### src/rtl/mesi_pkg.sv
package mesi_pkg;

    typedef enum logic [1:0] {
        LN_INV = 2'd0,
        LN_SHR = 2'd1,
        LN_EXC = 2'd2,
        LN_MOD = 2'd3
    } line_st_e;

    typedef enum logic [1:0] {
        BC_READ  = 2'd0,
        BC_READX = 2'd1,
        BC_FLUSH = 2'd2
    } bus_cmd_e;

    typedef enum logic [1:0] {
        F_IDLE = 2'd0,
        F_WB   = 2'd1,
        F_FILL = 2'd2,
        F_RESP = 2'd3
    } fsm_e;

    typedef struct packed {
        logic hit;
        logic shared;
        logic flush;
        logic upd;
    } snoop_rsp_t;

    // State a snooped transaction leaves behind in a line it hits
    function automatic line_st_e snoop_next(input line_st_e cur, input logic [1:0] cmd);
        line_st_e r;
        r = cur;
        if (cmd == BC_READ && cur != LN_INV)
            r = LN_SHR;
        else if (cmd == BC_READX)
            r = LN_INV;
        return r;
    endfunction

    function automatic line_st_e fill_state(input logic shared_seen);
        return shared_seen ? LN_SHR : LN_EXC;
    endfunction

endpackage

### src/rtl/mesi_line_store.sv
module mesi_line_store
    import mesi_pkg::*;
#(
    parameter int LINES  = 4,
    parameter int TAG_W  = 6,
    parameter int DATA_W = 16,
    localparam int IDX_W = $clog2(LINES)
) (
    input  logic              clk,
    input  logic              rst,
    // processor-side port
    input  logic [IDX_W-1:0]  a_idx,
    output line_st_e          a_st,
    output logic [TAG_W-1:0]  a_tag,
    output logic [DATA_W-1:0] a_data,
    input  logic              a_wen,
    input  line_st_e          a_wst,
    input  logic [TAG_W-1:0]  a_wtag,
    input  logic [DATA_W-1:0] a_wdata,
    // snoop-side port (state only on write)
    input  logic [IDX_W-1:0]  b_idx,
    output line_st_e          b_st,
    output logic [TAG_W-1:0]  b_tag,
    output logic [DATA_W-1:0] b_data,
    input  logic              b_wen,
    input  line_st_e          b_wst
);

    line_st_e          st_q   [LINES];
    logic [TAG_W-1:0]  tag_q  [LINES];
    logic [DATA_W-1:0] data_q [LINES];

    for (genvar i = 0; i < LINES; i++) begin : g_line
        always_ff @(posedge clk) begin
            if (rst) begin
                st_q[i]   <= LN_INV;
                tag_q[i]  <= '0;
                data_q[i] <= '0;
            end else if (b_wen && b_idx == IDX_W'(i)) begin
                st_q[i] <= b_wst;
            end else if (a_wen && a_idx == IDX_W'(i)) begin
                st_q[i]   <= a_wst;
                tag_q[i]  <= a_wtag;
                data_q[i] <= a_wdata;
            end
        end
    end

    assign a_st   = st_q[a_idx];
    assign a_tag  = tag_q[a_idx];
    assign a_data = data_q[a_idx];
    assign b_st   = st_q[b_idx];
    assign b_tag  = tag_q[b_idx];
    assign b_data = data_q[b_idx];

endmodule

### src/rtl/mesi_snoop_unit.sv
module mesi_snoop_unit
    import mesi_pkg::*;
#(
    parameter int TAG_W = 6
) (
    input  logic             snp_valid,
    input  logic [1:0]       snp_cmd,
    input  logic [TAG_W-1:0] snp_tag,
    input  line_st_e         ln_st,
    input  logic [TAG_W-1:0] ln_tag,
    output snoop_rsp_t       rsp,
    output line_st_e         upd_st
);

    logic acts;

    always_comb begin
        acts       = (snp_cmd == BC_READ) || (snp_cmd == BC_READX);
        rsp.hit    = snp_valid && acts && (ln_st != LN_INV) && (ln_tag == snp_tag);
        rsp.shared = rsp.hit && (snp_cmd == BC_READ);
        rsp.flush  = rsp.hit && (ln_st == LN_MOD);
        rsp.upd    = rsp.hit;
        upd_st     = snoop_next(ln_st, snp_cmd);
    end

endmodule

### src/rtl/mesi_cpu_fsm.sv
module mesi_cpu_fsm
    import mesi_pkg::*;
#(
    parameter int ADDR_W = 8,
    parameter int DATA_W = 16,
    parameter int IDX_W  = 2,
    localparam int TAG_W = ADDR_W - IDX_W
) (
    input  logic              clk,
    input  logic              rst,
    input  logic              cpu_req,
    input  logic              cpu_we,
    input  logic [ADDR_W-1:0] cpu_addr,
    input  logic [DATA_W-1:0] cpu_wdata,
    output logic              cpu_done,
    output logic [DATA_W-1:0] cpu_rdata,
    input  line_st_e          ln_st,
    input  logic [TAG_W-1:0]  ln_tag,
    input  logic [DATA_W-1:0] ln_data,
    input  logic              snp_conflict,
    output logic              bus_req,
    output logic [1:0]        bus_cmd,
    output logic [ADDR_W-1:0] bus_addr,
    output logic [DATA_W-1:0] bus_wdata,
    input  logic              bus_gnt,
    input  logic              bus_shared,
    input  logic [DATA_W-1:0] bus_rdata,
    output logic              wr_en,
    output line_st_e          wr_st,
    output logic [TAG_W-1:0]  wr_tag,
    output logic [DATA_W-1:0] wr_data
);

    fsm_e              cur_q, nxt;
    bus_cmd_e          cmd_q, cmd_n;
    logic [DATA_W-1:0] rdata_q, rdata_n;
    logic [TAG_W-1:0]  req_tag;
    logic [IDX_W-1:0]  req_idx;
    logic              hit;

    assign req_tag = cpu_addr[ADDR_W-1:IDX_W];
    assign req_idx = cpu_addr[IDX_W-1:0];
    assign hit     = (ln_st != LN_INV) && (ln_tag == req_tag);

    always_comb begin
        nxt     = cur_q;
        cmd_n   = cmd_q;
        rdata_n = rdata_q;
        wr_en   = 1'b0;
        wr_st   = ln_st;
        wr_tag  = req_tag;
        wr_data = cpu_wdata;
        case (cur_q)
            F_IDLE: begin
                if (cpu_req && !snp_conflict) begin
                    if (hit && !cpu_we) begin
                        rdata_n = ln_data;
                        nxt     = F_RESP;
                    end else if (hit && (ln_st == LN_MOD || ln_st == LN_EXC)) begin
                        wr_en = 1'b1;
                        wr_st = LN_MOD;
                        nxt   = F_RESP;
                    end else if (!hit && ln_st == LN_MOD) begin
                        cmd_n = BC_FLUSH;
                        nxt   = F_WB;
                    end else begin
                        cmd_n = cpu_we ? BC_READX : BC_READ;
                        nxt   = F_FILL;
                    end
                end
            end
            F_WB: begin
                if (snp_conflict) begin
                    nxt = F_IDLE;
                end else if (bus_gnt) begin
                    wr_en   = 1'b1;
                    wr_st   = LN_INV;
                    wr_tag  = ln_tag;
                    wr_data = ln_data;
                    nxt     = F_IDLE;
                end
            end
            F_FILL: begin
                if (snp_conflict) begin
                    nxt = F_IDLE;
                end else if (bus_gnt) begin
                    wr_en = 1'b1;
                    if (cpu_we) begin
                        wr_st = LN_MOD;
                    end else begin
                        wr_st   = fill_state(bus_shared);
                        wr_data = bus_rdata;
                        rdata_n = bus_rdata;
                    end
                    nxt = F_RESP;
                end
            end
            default: nxt = F_IDLE;
        endcase
    end

    always_ff @(posedge clk) begin
        if (rst) begin
            cur_q   <= F_IDLE;
            cmd_q   <= BC_READ;
            rdata_q <= '0;
        end else begin
            cur_q   <= nxt;
            cmd_q   <= cmd_n;
            rdata_q <= rdata_n;
        end
    end

    assign cpu_done  = (cur_q == F_RESP);
    assign cpu_rdata = rdata_q;
    assign bus_req   = (cur_q == F_WB) || (cur_q == F_FILL);
    assign bus_cmd   = cmd_q;
    assign bus_addr  = (cur_q == F_WB) ? {ln_tag, req_idx} : cpu_addr;
    assign bus_wdata = ln_data;


    fill_state_chk: assert property (@(posedge clk) disable iff (rst)
        (cur_q == F_FILL && bus_gnt && !snp_conflict && !cpu_we)
        |=> (ln_st == ($past(bus_shared) ? LN_SHR : LN_EXC)));


    own_fill_chk: assert property (@(posedge clk) disable iff (rst)
        (cur_q == F_FILL && bus_gnt && !snp_conflict && cpu_we) |=> (ln_st == LN_MOD));


    silent_upgrade_chk: assert property (@(posedge clk) disable iff (rst)
        (cur_q == F_IDLE && cpu_req && cpu_we && !snp_conflict && hit && ln_st == LN_EXC)
        |=> (cpu_done && !bus_req && ln_st == LN_MOD));


    local_read_chk: assert property (@(posedge clk) disable iff (rst)
        (cur_q == F_IDLE && cpu_req && !cpu_we && !snp_conflict && hit)
        |=> (cpu_done && !bus_req && cpu_rdata == $past(ln_data)));


    snoop_wins_chk: assert property (@(posedge clk) disable iff (rst)
        (bus_req && snp_conflict) |=> !bus_req);


    req_hold_chk: assert property (@(posedge clk) disable iff (rst)
        (bus_req && !bus_gnt && !snp_conflict)
        |=> (bus_req && $stable(bus_cmd) && $stable(bus_addr)));


    done_pulse_chk: assert property (@(posedge clk) disable iff (rst)
        cpu_done |=> !cpu_done);

endmodule

### src/rtl/mesi_snoop_ctrl.sv
module mesi_snoop_ctrl
    import mesi_pkg::*;
#(
    parameter int ADDR_W = 8,
    parameter int DATA_W = 16,
    parameter int LINES  = 4
) (
    input  logic              clk,
    input  logic              rst,
    input  logic              cpu_req,
    input  logic              cpu_we,
    input  logic [ADDR_W-1:0] cpu_addr,
    input  logic [DATA_W-1:0] cpu_wdata,
    output logic              cpu_done,
    output logic [DATA_W-1:0] cpu_rdata,
    output logic              bus_req,
    output logic [1:0]        bus_cmd,
    output logic [ADDR_W-1:0] bus_addr,
    output logic [DATA_W-1:0] bus_wdata,
    input  logic              bus_gnt,
    input  logic              bus_shared,
    input  logic [DATA_W-1:0] bus_rdata,
    input  logic              snp_valid,
    input  logic [1:0]        snp_cmd,
    input  logic [ADDR_W-1:0] snp_addr,
    output logic              snp_shared,
    output logic              snp_flush,
    output logic [DATA_W-1:0] snp_data
);

    localparam int IDX_W = $clog2(LINES);
    localparam int TAG_W = ADDR_W - IDX_W;

    line_st_e          a_st, b_st, a_wst, b_wst;
    logic [TAG_W-1:0]  a_tag, b_tag, a_wtag;
    logic [DATA_W-1:0] a_data, b_data, a_wdata;
    logic              a_wen;
    snoop_rsp_t        rsp;
    logic              conflict;
    logic [IDX_W-1:0]  cpu_idx, snp_idx;

    assign cpu_idx = cpu_addr[IDX_W-1:0];
    assign snp_idx = snp_addr[IDX_W-1:0];

    mesi_line_store #(
        .LINES (LINES),
        .TAG_W (TAG_W),
        .DATA_W(DATA_W)
    ) u_store (
        .clk    (clk),
        .rst    (rst),
        .a_idx  (cpu_idx),
        .a_st   (a_st),
        .a_tag  (a_tag),
        .a_data (a_data),
        .a_wen  (a_wen),
        .a_wst  (a_wst),
        .a_wtag (a_wtag),
        .a_wdata(a_wdata),
        .b_idx  (snp_idx),
        .b_st   (b_st),
        .b_tag  (b_tag),
        .b_data (b_data),
        .b_wen  (rsp.upd),
        .b_wst  (b_wst)
    );

    mesi_snoop_unit #(
        .TAG_W(TAG_W)
    ) u_snoop (
        .snp_valid(snp_valid),
        .snp_cmd  (snp_cmd),
        .snp_tag  (snp_addr[ADDR_W-1:IDX_W]),
        .ln_st    (b_st),
        .ln_tag   (b_tag),
        .rsp      (rsp),
        .upd_st   (b_wst)
    );

    assign conflict   = rsp.hit && (snp_idx == cpu_idx);
    assign snp_shared = rsp.shared;
    assign snp_flush  = rsp.flush;
    assign snp_data   = b_data;

    mesi_cpu_fsm #(
        .ADDR_W(ADDR_W),
        .DATA_W(DATA_W),
        .IDX_W (IDX_W)
    ) u_fsm (
        .clk         (clk),
        .rst         (rst),
        .cpu_req     (cpu_req),
        .cpu_we      (cpu_we),
        .cpu_addr    (cpu_addr),
        .cpu_wdata   (cpu_wdata),
        .cpu_done    (cpu_done),
        .cpu_rdata   (cpu_rdata),
        .ln_st       (a_st),
        .ln_tag      (a_tag),
        .ln_data     (a_data),
        .snp_conflict(conflict),
        .bus_req     (bus_req),
        .bus_cmd     (bus_cmd),
        .bus_addr    (bus_addr),
        .bus_wdata   (bus_wdata),
        .bus_gnt     (bus_gnt),
        .bus_shared  (bus_shared),
        .bus_rdata   (bus_rdata),
        .wr_en       (a_wen),
        .wr_st       (a_wst),
        .wr_tag      (a_wtag),
        .wr_data     (a_wdata)
    );


    exc_no_flush_chk: assert property (@(posedge clk) disable iff (rst)
        (snp_valid && snp_cmd == BC_READ && snp_shared && !snp_flush) |-> (b_st != LN_MOD));


    holder_shared_chk: assert property (@(posedge clk) disable iff (rst)
        (snp_valid && snp_cmd == BC_READ && snp_flush) |-> snp_shared);


    readx_no_shared_chk: assert property (@(posedge clk) disable iff (rst)
        (snp_valid && snp_cmd == BC_READX) |-> !snp_shared);

endmodule

### config.mk
export PLATFORM = sky130hd
export DESIGN_NAME = mesi_snoop_ctrl
export DESIGN_NICKNAME = d
export VERILOG_FILES = /design/src/rtl/mesi_pkg.sv /design/src/rtl/mesi_line_store.sv /design/src/rtl/mesi_snoop_unit.sv /design/src/rtl/mesi_cpu_fsm.sv /design/src/rtl/mesi_snoop_ctrl.sv
export SDC_FILE = /design/constraint.sdc
export NUM_CORES = 1
export LEC_CHECK = 0
export ABC_AREA = 0
export CORE_ASPECT_RATIO = 1.75
export CORE_UTILIZATION = 50
export DETAILED_ROUTE_END_ITERATION = 10
export PLACE_DENSITY = 0.75
export SYNTH_ARGS = -nofsm -noshare
export SYNTH_HDL_FRONTEND = slang
export SYNTH_SLANG_ARGS = --single-unit
### constraint.sdc
create_clock -name clk -period 9.2 [get_ports clk]
set_clock_uncertainty 0.1 [all_clocks]
set_input_delay 1.38 -clock clk [delete_from_list [all_inputs] [get_ports clk]]
set_output_delay 1.38 -clock clk [all_outputs]
set_load 0.03 [all_outputs]
==> results.cfg <==
[sta]
period_share_pct = 72.8
max_slew_margin_pct = 25.7
final-setup-viol-count = 0
fin_tns_setup_ns = 0
hold_viol_final = 0
finalCriticalPeriod_ns = 6.70
max_freq_ghz = 0.149
worstMarginPinSlew_ns = 1.11
slew_viol_final = 0
rsz0062_at_grt = no

[clocking]
cts-resized-gates = 0
cts_tree = built
holdBufCountCts = 0
cts.sinks = 116
cts_root_buf = clkbuf_16
insertion_delay_ns = 0.42
htree_levels = 4
cts_made_buffers = 17
cts.path.max_buffers = 2
postCtsSetupRepairBufs = 0
clk_pin_slew_ns = 0.06

[detailed_routing]
wl_um = 20400
routed_via_density = 6.44
drt_pass1_iterations = 5
vias = 5706
wl_per_cell_um = 23.0
final_antenna_net_count = 0
dr.first_iter.drc_count = 572
drc = 0

[synth]
synth_area_um2 = 7080
synth-edff-count = 96
ys.flop_type = edfxtp_1
syn_area_per_cell_um2 = 11.9
yosysSeqAreaShare_pct = 46.4
syn_nets = 657
syn_inst = 596
yosysUniqueCellTypes = 61
async_flop_share_pct = 0
ys.warnings.count = 0
ys_seq_elements = 116

[placement]
dpl.hpwl_um = 13700
dp_cells = 854
gp_congestion = 0.888
port_buffers = 118

[finish]
num_antenna_cells = 0
layout-drive-gt1-share_pct = 20.0
fin_util_pct = 64.6
fin_cells = 886
nNetsFinal = 757
area_delta_synth_final_pct = 26.1

[pwr]
p_per_area_nw_per_um2 = 252
vdd_ir_drop_max_uv = 135
leakagePower_nw = 3.00

[grt]
grt_overflow = 0
grt_use_met1_pct = 33.1
use_met3_pct = 4.97
grt_max_degree = 39
grt_pass1_wl_um = 31500
gr-usage-met2_pct = 50.6
grt_pass1_vias = 5846
grt_usage_pct = 28.6
antenna_found_initial = 0
busiest_layer = met2

[worst_setup_path]
critPathMaxFanout = 27
startpoint_type = input port
required_ns = 7.72
arrival_ns = 5.22
crit_type = in2out
cp-end-kind = output pin

[die]
start_util_pct = 51.2
die_w_um = 92.0
ios = 119
die_h_um = 159
std_cell_rows = 57
die-area_um2 = 14700
core-area_um2 = 13800

[hold_path]
hold_path.class = reg2reg

[status]
status = finished clean

[job]
maxCapViolCount = 0
-- synth_stat cells (3+ instances only) --
cell,instances,area share [%]
or3_1,3,0.27
buf_6,6,0.95
a31oi_1,8,0.71
ha_1,4,0.71
nor3_1,7,0.49
and2_1,3,0.27
o22ai_1,4,0.35
nor2b_1,10,0.88
edfxtp_1,96,41
xor2_1,5,0.62
xnor2_1,8,0.99
nand2_1,38,2.0
mux4_2,46,15
nor2_1,87,4.6
o21ai_0,8,0.57
a22oi_1,7,0.74
buf_1,6,0.32
nand3_1,10,0.71
a211o_1,3,0.37
o211ai_1,6,0.64
a211oi_1,16,1.7
mux2_2,18,2.9
nand2b_1,10,0.88
dfxtp_1,20,5.7
a311oi_1,11,1.4
a21oi_2,14,1.7
a21oi_1,37,2.6
clkbuf_1,25,1.3
a31o_2,3,0.37
buf_2,7,0.49
inv_1,12,0.64
mux2i_1,21,3.0
-- placed cells by master, fill, tap and decap left out, types with 6 or more instances in the layout --
master,synthesis,layout
nand2b_1,10,10
o211ai_1,6,6
a21oi_1,37,37
clkdlybuf4s50_1,0,116
mux4_2,46,46
o21ai_0,8,6
nand2_1,38,38
dfxtp_1,20,20
a21oi_2,14,14
mux2i_1,21,21
nor2_1,87,87
a311oi_1,11,11
a211oi_1,16,15
a22oi_1,7,7
buf_4,2,9
mux2_2,18,18
a31oi_1,8,8
nor2b_1,10,10
clkbuf_16,0,17
nor3_1,7,7
edfxtp_1,96,96
xnor2_1,8,8
nand3_1,10,10
inv_1,12,12
-- worst paths after layout --
path                            cells after the start  slack (ns)                   to                start
worst max register to register                      7        5.36   u_store.st_q[3][0]  u_store.tag_q[0][0]
worst min-delay path                                2        0.39  u_fsm.cpu_rdata[13]  u_fsm.cpu_rdata[13]
worst min register to register                      2        0.39  u_fsm.cpu_rdata[13]  u_fsm.cpu_rdata[13]
worst max-delay path                                7        2.50            snp_flush          snp_addr[0]
-- cell families (layout without fill, tap and decap cells) --
| kind of cell | count (synthesis) | count (layout) | share of synthesized area, % |
|---|---|---|---|
| flops | 116 | 116 | 46.4 |
| fa+ha+maj | 4 | 4 | 0.707 |
| mux | 86 | 86 | 20.6 |
| xor+xnor | 15 | 15 | 2.07 |
| buf+inv | 59 | 172 | 3.99 |
| compound gates | 139 | 139 | 14.3 |
| simple gates | 177 | 177 | 11.9 |
-- final cells by class --
cell class / count / area [um^2]
clock buffers: 18 / 429
clock inverters: 14 / 176
fillers: 1049 / 4900
inverters: 13 / 48.8
multi-input cells: 421 / 3540
flip-flops and latches: 116 / 3280
well taps: 177 / 221
repair buffers: 127 / 1240
-- flip-flops by register name, indices dropped and copies added (netlist names) --
name             flops
u_fsm.cpu_rdata     16
u_fsm.cur_q          2
u_store.tag_q       24
u_store.data_q      64
u_fsm.bus_cmd        2
u_store.st_q         8
-- where the power goes --
group	internal, W	leakage [nW]	switching [W]
Clock	0.000428	0.281	0.000249
Combinational	0.000339	1.56	0.000547
Sequential	0.000652	1.16	0.0000383
-- critical path, cell delays in order --
cell	delay (ns)
buf_2	0.71
mux4_2	0.64
xor2_1	0.16
or4_4	0.58
a211oi_4	0.77
and3_1	0.28
clkdlybuf4s50_1	0.68
-- layer usage --
layer | vias to the layer above | part of all wire [%]
met2 | 344 | 53
li1 | 2503 | -
met3 | 65 | 8.1
met4 | 0 | 3.5
met1 | 2794 | 36
met5 | - | 0
-- metrics by stage --
stage               total power [W]  area [um^2]  hold slack (ns)  setup slack [ns]
CTS                         0.00225         8930            0.398              2.51
detailed placement          0.00157         8330            0.383              2.52
global placement            0.00155         8330            0.381              2.53
floorplan                   0.00129         7080            0.454              3.32
finish                      0.00225         8930            0.393              2.50
global route                0.00234         8930            0.412              2.34
Note: power is estimated with default switching activity, not from simulation.
